[src/rtl/gpiobank_pkg.sv]
package gpiobank_pkg;

  localparam int PORT_PINS   = 32;
  localparam int PORT_STRIDE = 36;      // 0x24 bytes per port
  localparam int BIAS_BASE   = 768;     // 0x300
  localparam int PORT_W      = 5;
  localparam int FUNC_W      = 3;
  localparam int CODE_W      = 2;
  localparam int BIAS_W      = 4;

  typedef enum logic [2:0] {
    RK_NONE  = 3'd0,
    RK_FUNC  = 3'd1,
    RK_DATA  = 3'd2,
    RK_DRIVE = 3'd3,
    RK_PULL  = 3'd4,
    RK_BIAS  = 3'd5
  } reg_kind_e;

  typedef struct packed {
    logic              hit;
    reg_kind_e         kind;
    logic [1:0]        sub;
    logic [PORT_W-1:0] port;
  } reg_sel_t;

  // kind of register at a word-aligned offset inside one port window
  function automatic reg_kind_e offset_kind(input logic [5:0] off);
    case (off)
      6'h00, 6'h04, 6'h08, 6'h0C: offset_kind = RK_FUNC;
      6'h10:                      offset_kind = RK_DATA;
      6'h14, 6'h18:               offset_kind = RK_DRIVE;
      6'h1C, 6'h20:               offset_kind = RK_PULL;
      default:                    offset_kind = RK_NONE;
    endcase
  endfunction

  // index of the sub-register inside its group
  function automatic logic [1:0] offset_sub(input logic [5:0] off);
    case (off)
      6'h04, 6'h18, 6'h20: offset_sub = 2'd1;
      6'h08:               offset_sub = 2'd2;
      6'h0C:               offset_sub = 2'd3;
      default:             offset_sub = 2'd0;
    endcase
  endfunction

  // bit position of a pin's function field inside its register
  function automatic int func_pos(input int pin);
    return 4 * (pin % 8);
  endfunction

  // bit position of a pin's drive or pull field inside its register
  function automatic int code_pos(input int pin);
    return 2 * (pin % 16);
  endfunction

endpackage

[src/rtl/gpiobank_addr_dec.sv]
module gpiobank_addr_dec
  import gpiobank_pkg::*;
#(
  parameter int NUM_PORTS = 3,
  parameter int ADDR_W    = 12
) (
  input  logic [ADDR_W-1:0] addr,
  output reg_sel_t          sel
);

  logic [ADDR_W-1:0] rel;

  always_comb begin
    sel = '{hit: 1'b0, kind: RK_NONE, sub: 2'd0, port: '0};
    rel = '0;
    if (addr[1:0] == 2'b00) begin
      for (int p = 0; p < NUM_PORTS; p++) begin
        if (addr == ADDR_W'(BIAS_BASE + 4 * p)) begin
          sel.hit  = 1'b1;
          sel.kind = RK_BIAS;
          sel.port = PORT_W'(p);
        end
        if (addr >= ADDR_W'(p * PORT_STRIDE) &&
            addr <  ADDR_W'((p + 1) * PORT_STRIDE)) begin
          rel      = addr - ADDR_W'(p * PORT_STRIDE);
          sel.kind = offset_kind(rel[5:0]);
          sel.sub  = offset_sub(rel[5:0]);
          sel.hit  = (offset_kind(rel[5:0]) != RK_NONE);
          sel.port = PORT_W'(p);
        end
      end
    end
  end

endmodule

[src/rtl/gpiobank_sync.sv]
module gpiobank_sync #(
  parameter int WIDTH = 96
) (
  input  logic             clk,
  input  logic             rst_n,
  input  logic [WIDTH-1:0] async_in,
  output logic [WIDTH-1:0] sync_out
);

  logic [WIDTH-1:0] stage1_q;
  logic [WIDTH-1:0] stage2_q;

  always_ff @(posedge clk or negedge rst_n) begin
    if (!rst_n) begin
      stage1_q <= '0;
      stage2_q <= '0;
    end else begin
      stage1_q <= async_in;
      stage2_q <= stage1_q;
    end
  end

  assign sync_out = stage2_q;

endmodule

[src/rtl/gpiobank_port.sv]
module gpiobank_port
  import gpiobank_pkg::*;
(
  input  logic                        clk,
  input  logic                        rst_n,
  input  logic                        wr_en,
  input  reg_kind_e                   kind,
  input  logic [1:0]                  sub,
  input  logic [31:0]                 wdata,
  input  logic [PORT_PINS-1:0]        pad_sync,
  input  logic [PORT_PINS-1:0]        alt_dout,
  input  logic [PORT_PINS-1:0]        alt_oe,
  output logic [31:0]                 rd_word,
  output logic [PORT_PINS-1:0]        pad_out,
  output logic [PORT_PINS-1:0]        pad_oe,
  output logic [CODE_W*PORT_PINS-1:0] drv_code,
  output logic [CODE_W*PORT_PINS-1:0] pull_code,
  output logic [BIAS_W-1:0]           bias_code
);

  localparam int FUNC_PER_REG = 8;
  localparam int CODE_PER_REG = 16;

  logic [FUNC_W*PORT_PINS-1:0] func_v;
  logic [PORT_PINS-1:0]        data_rd;
  logic [BIAS_W-1:0]           bias_q;

  for (genvar i = 0; i < PORT_PINS; i++) begin : g_pin
    localparam int FREG = i / FUNC_PER_REG;
    localparam int CREG = i / CODE_PER_REG;
    localparam int FPOS = 4 * (i % FUNC_PER_REG);
    localparam int CPOS = 2 * (i % CODE_PER_REG);

    logic [FUNC_W-1:0] fsel_q;
    logic              dbit_q;
    logic [CODE_W-1:0] drv_q;
    logic [CODE_W-1:0] pull_q;
    logic              is_out;
    logic              is_alt;

    always_ff @(posedge clk or negedge rst_n) begin
      if (!rst_n) begin
        fsel_q <= '0;
        dbit_q <= 1'b0;
        drv_q  <= '0;
        pull_q <= '0;
      end else if (wr_en) begin
        if (kind == RK_FUNC && sub == 2'(FREG))  fsel_q <= wdata[FPOS +: FUNC_W];
        if (kind == RK_DATA)                     dbit_q <= wdata[i];
        if (kind == RK_DRIVE && sub == 2'(CREG)) drv_q  <= wdata[CPOS +: CODE_W];
        if (kind == RK_PULL && sub == 2'(CREG))  pull_q <= wdata[CPOS +: CODE_W];
      end
    end

    assign is_out = (fsel_q == 3'd1);
    assign is_alt = (fsel_q > 3'd1);

    assign pad_oe[i]  = is_alt ? alt_oe[i]   : is_out;
    assign pad_out[i] = is_alt ? alt_dout[i] : dbit_q;
    assign data_rd[i] = is_out ? dbit_q : pad_sync[i];

    assign func_v[FUNC_W*i +: FUNC_W]    = fsel_q;
    assign drv_code[CODE_W*i +: CODE_W]  = drv_q;
    assign pull_code[CODE_W*i +: CODE_W] = pull_q;
  end

  always_ff @(posedge clk or negedge rst_n) begin
    if (!rst_n)                          bias_q <= '0;
    else if (wr_en && kind == RK_BIAS)   bias_q <= wdata[BIAS_W-1:0];
  end

  assign bias_code = bias_q;

  always_comb begin
    rd_word = '0;
    case (kind)
      RK_FUNC: begin
        for (int i = 0; i < FUNC_PER_REG; i++) begin
          if (int'(sub) * FUNC_PER_REG + i < PORT_PINS)
            rd_word[4*i +: FUNC_W] =
              func_v[FUNC_W*(int'(sub)*FUNC_PER_REG + i) +: FUNC_W];
        end
      end
      RK_DATA: rd_word[PORT_PINS-1:0] = data_rd;
      RK_DRIVE: begin
        for (int i = 0; i < CODE_PER_REG; i++) begin
          if (int'(sub) * CODE_PER_REG + i < PORT_PINS)
            rd_word[2*i +: CODE_W] =
              drv_code[CODE_W*(int'(sub)*CODE_PER_REG + i) +: CODE_W];
        end
      end
      RK_PULL: begin
        for (int i = 0; i < CODE_PER_REG; i++) begin
          if (int'(sub) * CODE_PER_REG + i < PORT_PINS)
            rd_word[2*i +: CODE_W] =
              pull_code[CODE_W*(int'(sub)*CODE_PER_REG + i) +: CODE_W];
        end
      end
      RK_BIAS: rd_word[BIAS_W-1:0] = bias_q;
      default: rd_word = '0;
    endcase
  end

endmodule

[src/rtl/gpio_mux_bank.sv]
module gpio_mux_bank
  import gpiobank_pkg::*;
#(
  parameter int NUM_PORTS = 3,
  parameter int ADDR_W    = 12
) (
  input  logic                               clk,
  input  logic                               rst_n,
  input  logic [ADDR_W-1:0]                  bus_addr,
  input  logic                               bus_we,
  input  logic [31:0]                        bus_wdata,
  output logic [31:0]                        bus_rdata,
  input  logic [NUM_PORTS*PORT_PINS-1:0]     pad_in,
  input  logic [NUM_PORTS*PORT_PINS-1:0]     alt_dout,
  input  logic [NUM_PORTS*PORT_PINS-1:0]     alt_oe,
  output logic [NUM_PORTS*PORT_PINS-1:0]     pad_out,
  output logic [NUM_PORTS*PORT_PINS-1:0]     pad_oe,
  output logic [NUM_PORTS*PORT_PINS*2-1:0]   drv_code,
  output logic [NUM_PORTS*PORT_PINS*2-1:0]   pull_code,
  output logic [NUM_PORTS*BIAS_W-1:0]        bias_code
);

  localparam int NPINS = NUM_PORTS * PORT_PINS;

  reg_sel_t          sel;
  logic              map_hit;
  reg_kind_e         sel_kind;
  logic [1:0]        sel_sub;
  logic [PORT_W-1:0] sel_port;
  logic [NPINS-1:0]  pad_sync;
  logic [31:0]       port_rd [NUM_PORTS];

  gpiobank_addr_dec #(
    .NUM_PORTS (NUM_PORTS),
    .ADDR_W    (ADDR_W)
  ) dec_i (
    .addr (bus_addr),
    .sel  (sel)
  );

  assign map_hit  = sel.hit;
  assign sel_kind = sel.kind;
  assign sel_sub  = sel.sub;
  assign sel_port = sel.port;

  gpiobank_sync #(
    .WIDTH (NPINS)
  ) sync_i (
    .clk      (clk),
    .rst_n    (rst_n),
    .async_in (pad_in),
    .sync_out (pad_sync)
  );

  for (genvar p = 0; p < NUM_PORTS; p++) begin : g_port
    logic wr_here;
    assign wr_here = bus_we && map_hit && (sel_port == PORT_W'(p));

    gpiobank_port port_i (
      .clk       (clk),
      .rst_n     (rst_n),
      .wr_en     (wr_here),
      .kind      (sel_kind),
      .sub       (sel_sub),
      .wdata     (bus_wdata),
      .pad_sync  (pad_sync[p*PORT_PINS +: PORT_PINS]),
      .alt_dout  (alt_dout[p*PORT_PINS +: PORT_PINS]),
      .alt_oe    (alt_oe[p*PORT_PINS +: PORT_PINS]),
      .rd_word   (port_rd[p]),
      .pad_out   (pad_out[p*PORT_PINS +: PORT_PINS]),
      .pad_oe    (pad_oe[p*PORT_PINS +: PORT_PINS]),
      .drv_code  (drv_code[p*PORT_PINS*2 +: PORT_PINS*2]),
      .pull_code (pull_code[p*PORT_PINS*2 +: PORT_PINS*2]),
      .bias_code (bias_code[p*BIAS_W +: BIAS_W])
    );
  end

  always_comb begin
    bus_rdata = '0;
    for (int p = 0; p < NUM_PORTS; p++) begin
      if (map_hit && sel_port == PORT_W'(p)) bus_rdata = port_rd[p];
    end
  end

endmodule

[config.mk]
export PLATFORM = sky130hd
export DESIGN_NAME = gpio_mux_bank
export DESIGN_NICKNAME = d
export VERILOG_FILES = /design/src/rtl/gpiobank_pkg.sv /design/src/rtl/gpiobank_addr_dec.sv /design/src/rtl/gpiobank_sync.sv /design/src/rtl/gpiobank_port.sv /design/src/rtl/gpio_mux_bank.sv
export SDC_FILE = /design/constraint.sdc
export NUM_CORES = 2
export LEC_CHECK = 0
export BUFFER_PORTS_ARGS = -buffer_cell sky130_fd_sc_hd__buf_2
export CAP_MARGIN = 40
export CORE_MARGIN = 3
export CORE_UTILIZATION = 30
export DETAILED_ROUTE_END_ITERATION = 10
export GPL_TIMING_DRIVEN = 1
export PLACE_DENSITY = 0.53
export SLEW_MARGIN = 20
export SYNTH_ARGS = -nofsm -noshare
export SYNTH_HDL_FRONTEND = slang
export SYNTH_SLANG_ARGS = --single-unit
[constraint.sdc]
create_clock -name clk -period 6 [get_ports clk]
set_input_delay 0.3 -clock clk [delete_from_list [all_inputs] [get_ports clk]]
set_output_delay 0.3 -clock clk [all_outputs]
set_load 0.005 [all_outputs]
---- Yosys cells after proc, flatten, opt, wreduce, memory -nomap -nowiden ----
Index checks and enable logic that the tools add are counted.
operators by class
  muxes and demuxes ....................... 480
  multiply operators ...................... 8
  add/subtract/negate cells ............... 24
  equality and inequality tests ........... 133
  reductions and logical operators ........ 69
  magnitude comparators ................... 126
  shift-type cells ........................ 120
operators by type and width
  kind                   number
  $shiftx 64x32->2       90
  $shiftx 96x32->3       23
  $lt 32x7->1 const B    22
  $shiftx 64x8->2        6
  $eq 3x1->1 const B     97
  $gt 3x1->1 const B     96
  $mux 1                 288
  $pmux 3 s4             24
  $mul 3x32->32 const A  7
  $mux 2                 96
  $mux 32                3
  $shiftx 96x8->3        1
  $mux 3                 30
  $eq 6x5->1 const B     12
  $pmux 1 s3             21
  $add 6x4->7 const B    8
  $reduce_and 2->1       27
  $pmux 3 s5             3
  $mux 11                4
  $eq 12x10->1 const B   3
  $eq 6x4->1 const B     6
  $add 6x3->7 const B    4
  $add 5x3->6 const B    4
  $lt 12x7->1 const B    2
  other kinds (33)       83
word-level totals
  register bits after elaboration ......... 972
  logic and storage cells ................. 1349
  output and inout port bits .............. 620
  input bits .............................. 335

---- Depth between registers and ports, before layout ----
  depth in word-level cells ............... 20
  mapped depth ............................ 23
  mapped depth without buffers ............ 14

---- Hierarchy ----
From an unflattened synthesis, not the netlist that was laid out.
second synthesis, totals
  cell total of the unflattened synthesis .. 3380
  area total of the unflattened synthesis .. 46100.5 sq um
by module, submodules not included
  module                                 times used  area each (sq um)  seq. area each (sq um)  cells each
  gpiobank_port at g_port[0].port_i ...  2           13172.6            6506.2                  972
  gpiobank_port at g_port[2].port_i      1           13173.9            6506.2                  972
  gpiobank_sync                          1           4804.6             4804.6                  192
  gpio_mux_bank                          1           1022.2             0.0                     156
  gpiobank_addr_dec                      1           754.5              0.0                     116

---- Least setup slack after synthesis ----
No wires, ideal clock.
  path type ............................... input to output
  from .................................... in bus_addr[3]
  to ...................................... out bus_rdata[10]
  data arrival time ....................... 5158 ps
  data required time ...................... 5700 ps
  slack ................................... 542 ps
  path buffers ............................ 9
  stages on the path ...................... 21
  cell sequence ........................... buf_2 > buf_2 > inv_1 > ha_1 > a21boi_0 > xnor2_1 > or4_1 > a221o_2 > buf_6 > clkbuf_1 > clkbuf_1 > clkbuf_1 > ha_1 > inv_1 > buf_1 > clkbuf_1 > clkbuf_1 > o21ai_0 > a221oi_1 > o21ai_0 > o41a_1
between the ends
  longest elaborated chain between the ends .. 16
  elaborated cells on any way between the ends .. 116
  classes of those cells .................. add/sub: 4; mul: 1; order compare: 8; eq/ne: 33; shift: 9; mux: 36; reduce/logical: 25
RTL lines
  element                                                    line                                    RTL
  from (decl)                                                gpio_mux_bank.sv:9                      input logic [ADDR_W-1:0] bus_addr,
  $eq 6x3->1 (tied with other cells)                         gpiobank_pkg.sv:29, gpiobank_pkg.sv:40
  $reduce_or 4->1 / $reduce_or 2->1 (equally long branches)  gpiobank_pkg.sv:29                      case (off)
  $pmux 3 s4                                                 gpiobank_pkg.sv:29
  $mux 3                                                     gpiobank_addr_dec.sv:23                 if (addr >= ADDR_W'(p * PORT_STRIDE) &&
  $mux 3                                                     gpiobank_addr_dec.sv:16                 if (addr[1:0] == 2'b00) begin
  $reduce_bool 3->1                                          gpiobank_addr_dec.sv:28                 sel.hit = (offset_kind(rel[5:0]) != RK_NONE);
  $mux 11                                                    gpiobank_addr_dec.sv:23
  $mux 4                                                     gpiobank_addr_dec.sv:18                 if (addr == ADDR_W'(BIAS_BASE + 4 * p)) begin
  $mux 11                                                    gpiobank_addr_dec.sv:23
  $mux 4                                                     gpiobank_addr_dec.sv:18
  $mux 11 (*)                                                gpiobank_addr_dec.sv:23
  $mux 11 (*)                                                gpiobank_addr_dec.sv:16
  branches (longest 3 deep; another with $mul 3x32->32)      -
  $mux 32 (*)                                                gpio_mux_bank.sv:81                     if (map_hit && sel_port == PORT_W'(p)) bus_rdata = port_rd[p];
  to (decl)                                                  gpio_mux_bank.sv:12                     output logic [31:0] bus_rdata,
Every way passes the cells marked *. The select of a mux whose other input is x is not followed.

---- Final worst setup path ----
  from .................................... in bus_addr[3]
  to ...................................... out bus_rdata[21]
between the ends
  longest elaborated chain between the ends .. 16
  elaborated cells on any way between the ends .. 116
  classes of those cells .................. add/sub: 4; mul: 1; order compare: 8; eq/ne: 33; shift: 9; mux: 36; reduce/logical: 25
RTL lines
  element                                                    line
  $eq 6x3->1 (tied with other cells)                         gpiobank_pkg.sv:29, gpiobank_pkg.sv:40
  $reduce_or 4->1 / $reduce_or 2->1 (equally long branches)  gpiobank_pkg.sv:29
  $pmux 3 s4                                                 gpiobank_pkg.sv:29
  $mux 3                                                     gpiobank_addr_dec.sv:23
  $mux 3                                                     gpiobank_addr_dec.sv:16
  $reduce_bool 3->1                                          gpiobank_addr_dec.sv:28
  $mux 11                                                    gpiobank_addr_dec.sv:23
  $mux 4                                                     gpiobank_addr_dec.sv:18
  $mux 11                                                    gpiobank_addr_dec.sv:23
  $mux 4                                                     gpiobank_addr_dec.sv:18
  $mux 11 (*)                                                gpiobank_addr_dec.sv:23
  $mux 11 (*)                                                gpiobank_addr_dec.sv:16
  branches (longest 3 deep; another with $mul 3x32->32)      -
  $mux 32 (*)                                                gpio_mux_bank.sv:81
Marked as above.

==> flow_summary.json <==
{
  "finClkSkew_ns": 0.0265,
  "dr.pass1.iters": 6,
  "drv_slew": 0,
  "power_density_nw_per_um2": 241,
  "yosysTopAreaCell": "dfrtp_1",
  "hold_path_class": "in -> reg",
  "area_delta_synth_final_pct": 27.6,
  "drcViolationCount": 0,
  "fin_hold_ws_ns": 0.106,
  "place_congestion": 0.993,
  "cap_violations": 0,
  "grtUsageTotal": 0.333,
  "initial_core_util": 0.303,
  "die_y_um": 409,
  "synth_top_area_share": 0.499,
  "yosysUniqueCellTypes": 83,
  "max_freq_mhz": 170,
  "cts_tree": "yes",
  "core_um2": 161000,
  "dp_hpwl_um": 217000,
  "path_max_fanout": 52,
  "ioPinCount": 955,
  "io_buffers": 954,
  "synth_cells": 4250,
  "cts.clk_slew.worst_paths_ns": 0.06,
  "grt_max_degree": 152,
  "grt_pass1_wl_um": 381000,
  "htree_levels": 3,
  "yosysWarnings": 0,
  "design.die.area_um2": 167000,
  "async_reset_ff_frac": 1.00,
  "ir_drop_mv": 0.228,
  "p_leak_uw": 0.0321,
  "drt_wl_total_um": 287000,
  "period_share": 0.982,
  "drive_above_1_share": 0.434,
  "clk_latency_ns": 0.80,
  "fill_cells": 16036,
  "synth_nets": 4593,
  "required_ns": 5.70,
  "finalHoldViolations": 0,
  "grt_pass1_vias": 42234,
  "cts_made_buffers": 115,
  "yosysSeqAreaShare": 0.499,
  "synth-edff-count": 0,
  "synth_ff_type": "dfrtp_1",
  "vias": 43454,
  "finish.utilization": 0.386,
  "place_area_um2": 57000,
  "clockBufferDepth": 3,
  "end_kind": "output pin",
  "outcome": "completed",
  "final_common_cell": "dfrtp_1",
  "drt_iter0_drc": 4742,
  "viasPerCell": 5.71,
  "cts.sinks": 972,
  "start_kind": "input pin",
  "cts_root_buffer": "clkbuf_16",
  "overflow": 0,
  "netlist_top_cells_area": "dfrtp_1 (50%), mux2_2 (21%), mux2i_1 (6.6%)",
  "design_area_um2": 62200,
  "worstPathArrival_ns": 5.59,
  "slew_headroom": 0.281,
  "routedWlPerCell_um": 37.7,
  "setup_viol": 0,
  "fin_setup_tns_ns": 0,
  "synth_area_um2": 48700,
  "syn_avg_cell_area_um2": 11.5,
  "rows": 147,
  "cts_setup_buffers": 0,
  "final_cell_mix": "dfrtp_1 (972), buf_2 (955), mux2_2 (896)",
  "rsz0062_at_grt": "false",
  "worst_pin_slew_ns": 1.07,
  "worstSetupPathType": "in -> out",
  "fin_nets": 5676,
  "yosys_register_bits": 972,
  "min_period_ns": 5.89,
  "die_w_um": 409,
  "grt_antenna_before_repair": 57,
  "drtAntennaViolNets": 0
}
==> where the power goes <==
part           switching, uW  internal (uW)
Combinational            529            194
Clock                   3130           4460
Sequential              24.1           6620
==> stage by stage <==
step	worst slack (ns)	cells	power [uW]
after floorplan	0.542	4250	6870
after global placement	0.206	7254	7420
after detailed placement	0.231	7272	7430
after CTS	0.231	7580	15100
after global routing	0.0524	7587	15400
final	0.108	7615	15000
==> registers in the layout, summed over array words and instances, names as in the netlist <==
name / flops
g_port.port_i.g_pin.drv_q: 192
sync_i.stage1_q: 96
g_port.port_i.bias_code: 12
g_port.port_i.g_pin.fsel_q: 288
g_port.port_i.g_pin.pull_q: 192
g_port.port_i.g_pin.dbit_q: 96
sync_i.sync_out: 96
==> layout make-up <==
cell class              count  area [um2]  share of cell area
flip-flops and latches    972       24300               0.391
repair buffers           1286        7960               0.128
diodes                     28        70.1             0.00113
clock inverters            51         717              0.0115
multi-input cells        2949       23000               0.370
clock buffers             160        3350              0.0538
well taps                2160        2700              0.0435
inverters                   9        50.0            0.000805
==> repair_timing <==
item	4_1_cts	5_1_grt
resized for setup	0	1
hold buffers	97	0
setup endpoints to repair	0	1
hold endpoints to repair	175	0
==> final timing paths <==
| check | startpoint | to | slack (ns) | cells past startpoint |
|---|---|---|---|---|
| worst max-delay path | bus_addr[3] | bus_rdata[21] | 0.11 | 16 |
| worst min-delay path | bus_wdata[21] | g_port[1].port_i.g_pin[10].pull_q[1]$_DFFE_PN0P_ | 0.11 | 2 |
| worst max register to register | g_port[1].port_i.g_pin[16].fsel_q[2]$_DFFE_PN0P_ | g_port[1].port_i.g_pin[16].fsel_q[2]$_DFFE_PN0P_ | 4.93 | 1 |
| worst min register to register | sync_i.stage1_q[78]$_DFF_PN0_ | sync_i.sync_out[78]$_DFF_PN0_ | 0.34 | 0 |
| max in group asynchronous | rst_n | sync_i.stage1_q[24]$_DFF_PN0_ | 4.33 | 3 |
| min in group asynchronous | rst_n | g_port[1].port_i.g_pin[13].pull_q[1]$_DFFE_PN0P_ | 0.12 | 2 |
==> per-layer routing <==
| layer | global-route usage | wire length [um] | vias to the layer above |
|---|---|---|---|
| li1 | - | - | 17708 |
| met1 | 0.431 | 116000 | 22819 |
| met2 | 0.510 | 127000 | 2372 |
| met3 | 0.0907 | 26900 | 537 |
| met4 | 0.164 | 16900 | 18 |
| met5 | 0 | 121 | - |
==> synthesized netlist by cell type (all sizes together) (12+ instances only) <==
cell and instances:
a211oi 19, mux2 896, o21a 22, o221ai 17, mux4 32, nand2 574, a311oi 12, a221oi 46
buf 175, a31oi 32, a22oi 47, nand3 103, o211ai 14, nand4 15, clkbuf 145, o21ai 177
nor3 46, nor2 206, dfrtp 972, o22ai 79, a21oi 127, a32oi 23, and3 16, mux2i 323
==> kinds of logic (layout without fill, tap and decap cells) <==
logic type                 Yosys count  after routing  synth area share
muxes                             1251           1251             0.288
and+or+nand+nor                   1008           1008            0.0867
DFF                                972            972             0.499
AOI/OAI and AO/OA                  677            677            0.0904
buffers and inverters              329           1506            0.0325
adders and majority gates            9              9           0.00226
xor gates and xnor gates             4              4          0.000719
other                                0             28                 0
==> critical path: stages <==
cell,delay [ns]
buf_2,0.22
inv_1,0.15
ha_1,0.32
xor2_1,0.34
nor3_1,0.10
o311a_1,0.42
or3_4,0.47
inv_16,0.18
buf_12,0.36
buf_4,0.46
mux2i_1,0.37
o22ai_2,0.23
a21oi_1,0.54
o211ai_1,0.28
o31a_1,0.50
buf_2,0.19
Power figures use the tool's default switching activity.
